==> config.mk <==
export PLATFORM = sky130hd
export DESIGN_NAME = ppi3_interp
export DESIGN_NICKNAME = d
export VERILOG_FILES = /design/src/rtl/ppi3_pkg.sv /design/src/rtl/ppi3_section.sv /design/src/rtl/ppi3_history.sv /design/src/rtl/ppi3_branch.sv /design/src/rtl/ppi3_commutator.sv /design/src/rtl/ppi3_interp.sv
export SDC_FILE = /design/constraint.sdc
export NUM_CORES = 2
export LEC_CHECK = 0
export BUFFER_PORTS_ARGS = -buffer_cell sky130_fd_sc_hd__buf_2
export CORE_AREA = 2 2 416 418
export DETAILED_ROUTE_END_ITERATION = 16
export DIE_AREA = 0 0 418 420
export PLACE_DENSITY = 0.55
export SETUP_SLACK_MARGIN = 0.2
export SLEW_MARGIN = 30
export SYNTH_ARGS = -nofsm -noshare
export SYNTH_HDL_FRONTEND = slang
export SYNTH_HIERARCHICAL = 1
export SYNTH_SLANG_ARGS = --single-unit
export TNS_END_PERCENT = 100
==> constraint.sdc <==
create_clock -name clk -period 32.9 [get_ports clk]
set_input_delay 1.645 -clock clk [delete_from_list [all_inputs] [get_ports clk]]
set_output_delay 1.645 -clock clk [all_outputs]
set_load 0.03 [all_outputs]
==> src/rtl/ppi3_pkg.sv <==
package ppi3_pkg;
  localparam int DW      = 16;
  localparam int CW      = 16;
  localparam int AW      = 36;
  localparam int FRAC    = 14;
  localparam int PHASES  = 3;
  localparam int PW      = 2;

  typedef logic signed [DW-1:0] samp_t;
  typedef logic signed [CW-1:0] coef_t;
  typedef logic signed [AW-1:0] acc_t;
  typedef logic [PW-1:0]        phase_t;

  localparam acc_t   HALF_LSB  = acc_t'(1) <<< (FRAC - 1);
  localparam acc_t   SAMP_MAX  = (acc_t'(1) <<< (DW - 1)) - acc_t'(1);
  localparam acc_t   SAMP_MIN  = -(acc_t'(1) <<< (DW - 1));
  localparam phase_t LAST_PH   = phase_t'(PHASES - 1);

  // Round half up at the Q2.14 product scale, then clamp into Q1.15.
  function automatic samp_t round_sat(input acc_t a);
    acc_t r;
    r = (a + HALF_LSB) >>> FRAC;
    if (r > SAMP_MAX) return samp_t'(SAMP_MAX);
    if (r < SAMP_MIN) return samp_t'(SAMP_MIN);
    return samp_t'(r);
  endfunction
endpackage

==> src/rtl/ppi3_section.sv <==
module ppi3_section
  import ppi3_pkg::*;
#(
  parameter int    ORDER = 2,
  parameter coef_t A1    = '0,
  parameter coef_t A2    = '0
) (
  input  logic  clk,
  input  logic  rst_n,
  input  logic  en,
  input  samp_t x_i,
  output samp_t y_o
);
  samp_t y1_q;
  samp_t y1_d;
  acc_t  fb1;
  acc_t  fb2;
  acc_t  acc;

  assign fb1 = acc_t'(A1) * acc_t'(y1_q);

  if (ORDER == 2) begin : g_second
    samp_t y2_q;
    samp_t y2_d;
    assign y2_d = en ? y1_q : y2_q;
    assign fb2  = acc_t'(A2) * acc_t'(y2_q);
    always_ff @(posedge clk or negedge rst_n) begin
      if (!rst_n) y2_q <= '0;
      else        y2_q <= y2_d;
    end
  end else begin : g_first
    assign fb2 = '0;
  end

  always_comb begin
    acc  = (acc_t'(x_i) <<< FRAC) - fb1 - fb2;
    y_o  = round_sat(acc);
    y1_d = en ? y_o : y1_q;
  end

  always_ff @(posedge clk or negedge rst_n) begin
    if (!rst_n) y1_q <= '0;
    else        y1_q <= y1_d;
  end
endmodule

==> src/rtl/ppi3_history.sv <==
module ppi3_history
  import ppi3_pkg::*;
#(
  parameter int DEPTH = 2
) (
  input  logic  clk,
  input  logic  rst_n,
  input  logic  en,
  input  samp_t d_i,
  output samp_t hist_o [DEPTH]
);
  samp_t q [DEPTH];
  samp_t d [DEPTH];

  for (genvar i = 0; i < DEPTH; i++) begin : g_tap
    if (i == 0) begin : g_head
      assign d[i] = en ? d_i : q[i];
    end else begin : g_body
      assign d[i] = en ? q[i-1] : q[i];
    end
    always_ff @(posedge clk or negedge rst_n) begin
      if (!rst_n) q[i] <= '0;
      else        q[i] <= d[i];
    end
    assign hist_o[i] = q[i];
  end
endmodule

==> src/rtl/ppi3_branch.sv <==
module ppi3_branch
  import ppi3_pkg::*;
#(
  parameter int    TPB  = 3,
  parameter int    K    = 0,
  parameter coef_t COEF [PHASES*TPB] = '{default: '0}
) (
  input  samp_t taps_i [TPB],
  output samp_t y_o
);
  acc_t acc;

  always_comb begin
    acc = '0;
    for (int j = 0; j < TPB; j++) begin
      acc = acc + acc_t'(COEF[PHASES*j + K]) * acc_t'(taps_i[j]);
    end
    y_o = round_sat(acc);
  end
endmodule

==> src/rtl/ppi3_commutator.sv <==
module ppi3_commutator
  import ppi3_pkg::*;
(
  input  logic   clk,
  input  logic   rst_n,
  input  logic   load,
  input  samp_t  br_i [PHASES],
  output logic   ready_o,
  output logic   valid_o,
  output samp_t  data_o,
  output phase_t phase_o
);
  logic   busy_q, busy_d;
  phase_t ph_q, ph_d;
  samp_t  hold_q [PHASES];
  samp_t  hold_d [PHASES];

  always_comb begin
    busy_d = busy_q;
    ph_d   = ph_q;
    hold_d = hold_q;
    if (load) begin
      busy_d = 1'b1;
      ph_d   = '0;
      hold_d = br_i;
    end else if (busy_q) begin
      if (ph_q == LAST_PH) begin
        busy_d = 1'b0;
        ph_d   = '0;
      end else begin
        ph_d = ph_q + phase_t'(1);
      end
    end
  end

  always_ff @(posedge clk or negedge rst_n) begin
    if (!rst_n) begin
      busy_q <= 1'b0;
      ph_q   <= '0;
      for (int i = 0; i < PHASES; i++) hold_q[i] <= '0;
    end else begin
      busy_q <= busy_d;
      ph_q   <= ph_d;
      hold_q <= hold_d;
    end
  end

  assign ready_o = !busy_q || (ph_q == LAST_PH);
  assign valid_o = busy_q;
  assign data_o  = hold_q[ph_q];
  assign phase_o = ph_q;
endmodule

==> src/rtl/ppi3_interp.sv <==
module ppi3_interp
  import ppi3_pkg::*;
#(
  parameter int    TPB   = 3,
  parameter coef_t S1_A1 = -16'sd8192,
  parameter coef_t S2_A1 = -16'sd9830,
  parameter coef_t S2_A2 = 16'sd3277,
  parameter coef_t S3_A1 = 16'sd4915,
  parameter coef_t S3_A2 = 16'sd1638,
  parameter coef_t NUM_COEF [PHASES*TPB] = '{
    16'sd1638, 16'sd3277, 16'sd4915, 16'sd3277, 16'sd1638,
    16'sd819,  16'sd410,  16'sd205,  16'sd102}
) (
  input  logic                 clk,
  input  logic                 rst_n,
  input  logic                 in_valid,
  output logic                 in_ready,
  input  logic signed [DW-1:0] in_data,
  output logic                 out_valid,
  output logic signed [DW-1:0] out_data,
  output logic [PW-1:0]        out_phase
);
  localparam int HDEPTH = TPB - 1;

  logic  accept;
  samp_t s1_y, s2_y, s3_y;
  samp_t hist [HDEPTH];
  samp_t taps [TPB];
  samp_t br   [PHASES];

  assign accept = in_valid && in_ready;

  ppi3_section #(.ORDER(1), .A1(S1_A1), .A2('0)) u_sec1 (
    .clk(clk), .rst_n(rst_n), .en(accept), .x_i(in_data), .y_o(s1_y));
  ppi3_section #(.ORDER(2), .A1(S2_A1), .A2(S2_A2)) u_sec2 (
    .clk(clk), .rst_n(rst_n), .en(accept), .x_i(s1_y), .y_o(s2_y));
  ppi3_section #(.ORDER(2), .A1(S3_A1), .A2(S3_A2)) u_sec3 (
    .clk(clk), .rst_n(rst_n), .en(accept), .x_i(s2_y), .y_o(s3_y));

  ppi3_history #(.DEPTH(HDEPTH)) u_hist (
    .clk(clk), .rst_n(rst_n), .en(accept), .d_i(s3_y), .hist_o(hist));

  assign taps[0] = s3_y;
  for (genvar j = 1; j < TPB; j++) begin : g_taps
    assign taps[j] = hist[j-1];
  end

  for (genvar k = 0; k < PHASES; k++) begin : g_branch
    ppi3_branch #(.TPB(TPB), .K(k), .COEF(NUM_COEF)) u_br (
      .taps_i(taps), .y_o(br[k]));
  end

  ppi3_commutator u_comm (
    .clk(clk), .rst_n(rst_n), .load(accept), .br_i(br),
    .ready_o(in_ready), .valid_o(out_valid), .data_o(out_data),
    .phase_o(out_phase));
endmodule

==> results.cfg <==
[outcome]
status = completed

[worst_hold_path]
hold_path_depth = 1
hold_path_startpoint = u_comm/hold_q[31]$_DFFE_PN0P_
min-delay-path-class = reg2reg
timing.hold.worst_endpoint = u_comm/hold_q[31]$_DFFE_PN0P_

[detailed_routing]
first_iter_violations = 2442
firstDrtPassIters = 5
post_route_antenna_net_violation_count = 0
drcViolationCount = 0
vias = 47900
drt_wl_total_mm = 172
routed_via_density = 5.07
wire_per_inst_um = 18.2

[critical_path]
cp_max_fo = 24
endpoint_of_the_worst_slack_reg_to_reg_timing_path = u_comm/hold_q[35]$_DFFE_PN0P_
slowest_delay_ns = 0.80
timing.setup.critical_path_class = reg2reg
setup_slack_of_the_worst_register_to_register_path_ns = 4.88
timing.critical_path.required_ns = 33.34
worstPathArrival_ns = 28.46
critical_path.most_common_cell = sky130_fd_sc_hd__fa_1
critical_path.slowest_cell = sky130_fd_sc_hd__a2111oi_0
rr_worst_depth = 102
worstSetupEndpointType = flip-flop
worst_setup_path_start_kind = flip-flop
critical_path.reg2reg.startpoint = u_sec2/y1_q[9]$_DFFE_PN0P_

[logic_synthesis]
synth_top_flop_cell = sky130_fd_sc_hd__dfrtp_1
synth_fp_nets = 9434
synth_async_sr_flop_share_pct = 100
yosys.cell_types.count = 146
synth_enable_flop_cells = 0
yosys_warnings = 6
share_of_synthesized_area_occupied_by_flip_flops_and_latches_pct = 6.14
syn_area_um2 = 66400
syn_avg_cell_area_um2 = 9.24
synth-seq-cells = 163
syn-instance-count = 7191

[global_route]
antenna_found_initial = 2
grt_max_degree = 61
met3_track_demand_over_resource_in_global_routing_pct = 1.75
grt_remaining_overflow = 0
via_count_of_the_first_global_routing_pass = 50100
groute.layer.met1.usage_pct = 27.1
track_usage_pct = 20.1
fraction_of_met2_tracks_used_by_global_routing_pct = 35.0
global_route_wire_length_before_repair_mm = 278
gr_peak_layer = met2

[finish]
flow.area_growth_from_synthesis_pct = 5.30
drive_gt1_share_pct = 5.40
instances_no_fill = 9455
finish.net_count = 9450

[floorplanning]
floorplan.die_area_um2 = 176000
core.rowCount = 152
core_area_um2 = 171000
fp.dieW_um = 418
initial_core_util_pct = 38.9
die_height_um = 420
ioPinCount = 39

[clocking]
clk_pin_slew_ns = 0.08
clock-root-buffer = sky130_fd_sc_hd__clkbuf_16
h-tree-depth = 4
tritoncts = yes
post_cts_resized = 0
worst_skew_pair.late_latency_ns = 0.57
clock_sink_count = 163
number_of_buffers_inserted_by_post_cts_setup_repair = 0
cts_hold_buf = 0
maximum_number_of_buffers_from_clock_root_to_sink = 2
tritoncts.num_buffers = 17

[flow_run]
max_cap_viol_count = 0

[placement]
detailed_place_hpwl_mm = 150
dpl.cell_count = 9419
place_congestion = 0.920
numPortBuffers = 38

[sta]
worst_slew_margin_rel_pct = 34.4
min_period_over_period_pct = 85.2
layout_min_cycle_time_ns = 28.02
worst_clock_skew_ns = 0.0323
finalSetupViolations = 0
grt_setup_unrepaired = no
setup_tns_ns = 0
maxSlewViolCount = 0
finalHoldViolCount = 0
max_clock_freq_mhz = 35.7
actual_slew_at_the_worst_max_slew_pin_ns = 0.980
==> state kept, by name (all words and copies together), names as in the netlist <==
name and flops:
u_sec3/g_second.y2_q 16, u_sec2/g_second.y2_q 16, u_comm/valid_o 1, u_sec3/y1_q 16, u_comm/phase_o 2, u_sec1/y1_q 16
u_hist/hist_o 32, u_sec2/y1_q 16, u_comm/hold_q 48
==> synth_stat cells, types with 38 or more instances <==
master	count	share of area (%)
sky130_fd_sc_hd__a211oi_1	39	0.44
sky130_fd_sc_hd__a21o_1	106	1.2
sky130_fd_sc_hd__a21oi_1	270	2.0
sky130_fd_sc_hd__and3_1	38	0.36
sky130_fd_sc_hd__clkbuf_1	45	0.25
sky130_fd_sc_hd__dfrtp_1	163	6.1
sky130_fd_sc_hd__fa_1	973	29
sky130_fd_sc_hd__ha_1	1251	24
sky130_fd_sc_hd__inv_1	1908	11
sky130_fd_sc_hd__mux2_1	48	0.81
sky130_fd_sc_hd__mux2i_1	43	0.65
sky130_fd_sc_hd__nand2_1	285	1.6
sky130_fd_sc_hd__nand2b_1	51	0.48
sky130_fd_sc_hd__nand3_1	74	0.56
sky130_fd_sc_hd__nor2_1	219	1.2
sky130_fd_sc_hd__nor3_1	80	0.60
sky130_fd_sc_hd__o21a_1	50	0.56
sky130_fd_sc_hd__o21ai_0	198	1.5
sky130_fd_sc_hd__o21ai_1	54	0.41
sky130_fd_sc_hd__xnor2_1	281	3.7
sky130_fd_sc_hd__xor2_1	190	2.5
==> routing by layer <==
metal | up-vias | wire length [um] | part of all wire [%]
met3 | 156 | 4660 | 2.7
li1 | 23300 | - | -
met1 | 23800 | 79200 | 46
met4 | 2 | 3880 | 2.3
met5 | - | 19 | 0.011
met2 | 666 | 84200 | 49
==> layout make-up <==
type,instances,area [um^2]
Multi-Input combinational cell,5019,54600
Timing Repair Buffer,95,651
Clock buffer,17,425
Tap cell,2233,2790
Fill cell,17000,101000
Antenna cell,2,5.00
Clock inverter,15,199
Inverter,1911,7170
Sequential cell,163,4090
==> metrics by stage <==
stage / cell area (um^2) / utilization (%) / setup WS [ns] / hold slack (ns)
3_3_place_gp: 69300 / 40.5 / 4.92 / 0.466
4_1_cts: 69900 / 40.9 / 4.70 / 0.493
3_5_place_dp: 69300 / 40.5 / 4.82 / 0.474
2_1_floorplan: 66400 / - / 6.63 / 0.457
5_1_grt: 70000 / 40.9 / 2.84 / 0.505
6_report: 70000 / 40.9 / 4.88 / 0.490
==> logic make-up (layout without fill, tap and decap cells) <==
group,count (synthesis),count (layout),share of synthesized area (%)
fa+ha+maj,2224,2224,52.9
buf+inv,2009,2038,11.7
compound gates,1159,1159,12.5
simple gates,1003,1003,7.71
xor+xnor,475,475,6.34
flops,163,163,6.14
mux,158,158,2.78
other cells,0,2,0
==> critical path: cells and delay by family (launching register included) <==
kind | cells | cell delay [ns]
AOI/OAI and AO/OA | 46 | 11.65
xor gates and xnor gates | 3 | 0.43
adders and majority gates | 29 | 12.04
buffers and inverters | 14 | 1.03
DFF | 1 | 0.61
muxes | 1 | 0.35
and+or+nand+nor | 9 | 1.75
==> placed cells by master (no fill, tap or decap), types with 39 or more instances in the layout <==
cell,Yosys,final
sky130_fd_sc_hd__nand2_1,285,285
sky130_fd_sc_hd__o21ai_0,198,195
sky130_fd_sc_hd__nand2b_1,51,51
sky130_fd_sc_hd__fa_1,973,973
sky130_fd_sc_hd__buf_4,8,55
sky130_fd_sc_hd__o21ai_1,54,53
sky130_fd_sc_hd__inv_1,1908,1908
sky130_fd_sc_hd__mux2i_1,43,43
sky130_fd_sc_hd__ha_1,1251,1251
sky130_fd_sc_hd__a211oi_1,39,39
sky130_fd_sc_hd__mux2_1,48,48
sky130_fd_sc_hd__a21o_1,106,106
sky130_fd_sc_hd__dfrtp_1,163,160
sky130_fd_sc_hd__xnor2_1,281,281
sky130_fd_sc_hd__xor2_1,190,190
sky130_fd_sc_hd__nor2_1,219,219
sky130_fd_sc_hd__o21a_1,50,50
sky130_fd_sc_hd__nor3_1,80,80
sky130_fd_sc_hd__nand3_1,74,74
sky130_fd_sc_hd__a21oi_1,270,269
==> how the worst max path moves through the flow <==
stage / start / endpoint / cells past startpoint
2_1_floorplan: u_sec2/y1_q[9]$_DFFE_PN0P_ / u_comm/hold_q[35]$_DFFE_PN0P_ / 98
3_3_place_gp: u_sec2/y1_q[3]$_DFFE_PN0P_ / u_comm/hold_q[37]$_DFFE_PN0P_ / 101
3_5_place_dp: u_sec2/y1_q[4]$_DFFE_PN0P_ / u_comm/hold_q[35]$_DFFE_PN0P_ / 98
4_1_cts: u_sec2/y1_q[4]$_DFFE_PN0P_ / u_comm/hold_q[35]$_DFFE_PN0P_ / 98
5_1_grt: u_sec2/y1_q[4]$_DFFE_PN0P_ / u_comm/hold_q[38]$_DFFE_PN0P_ / 102
6_report: u_sec2/y1_q[9]$_DFFE_PN0P_ / u_comm/hold_q[35]$_DFFE_PN0P_ / 102
Power is left out: the tool's default activity adds up to more than one toggle a clock period on the data nets, which glitch-free logic cannot reach.
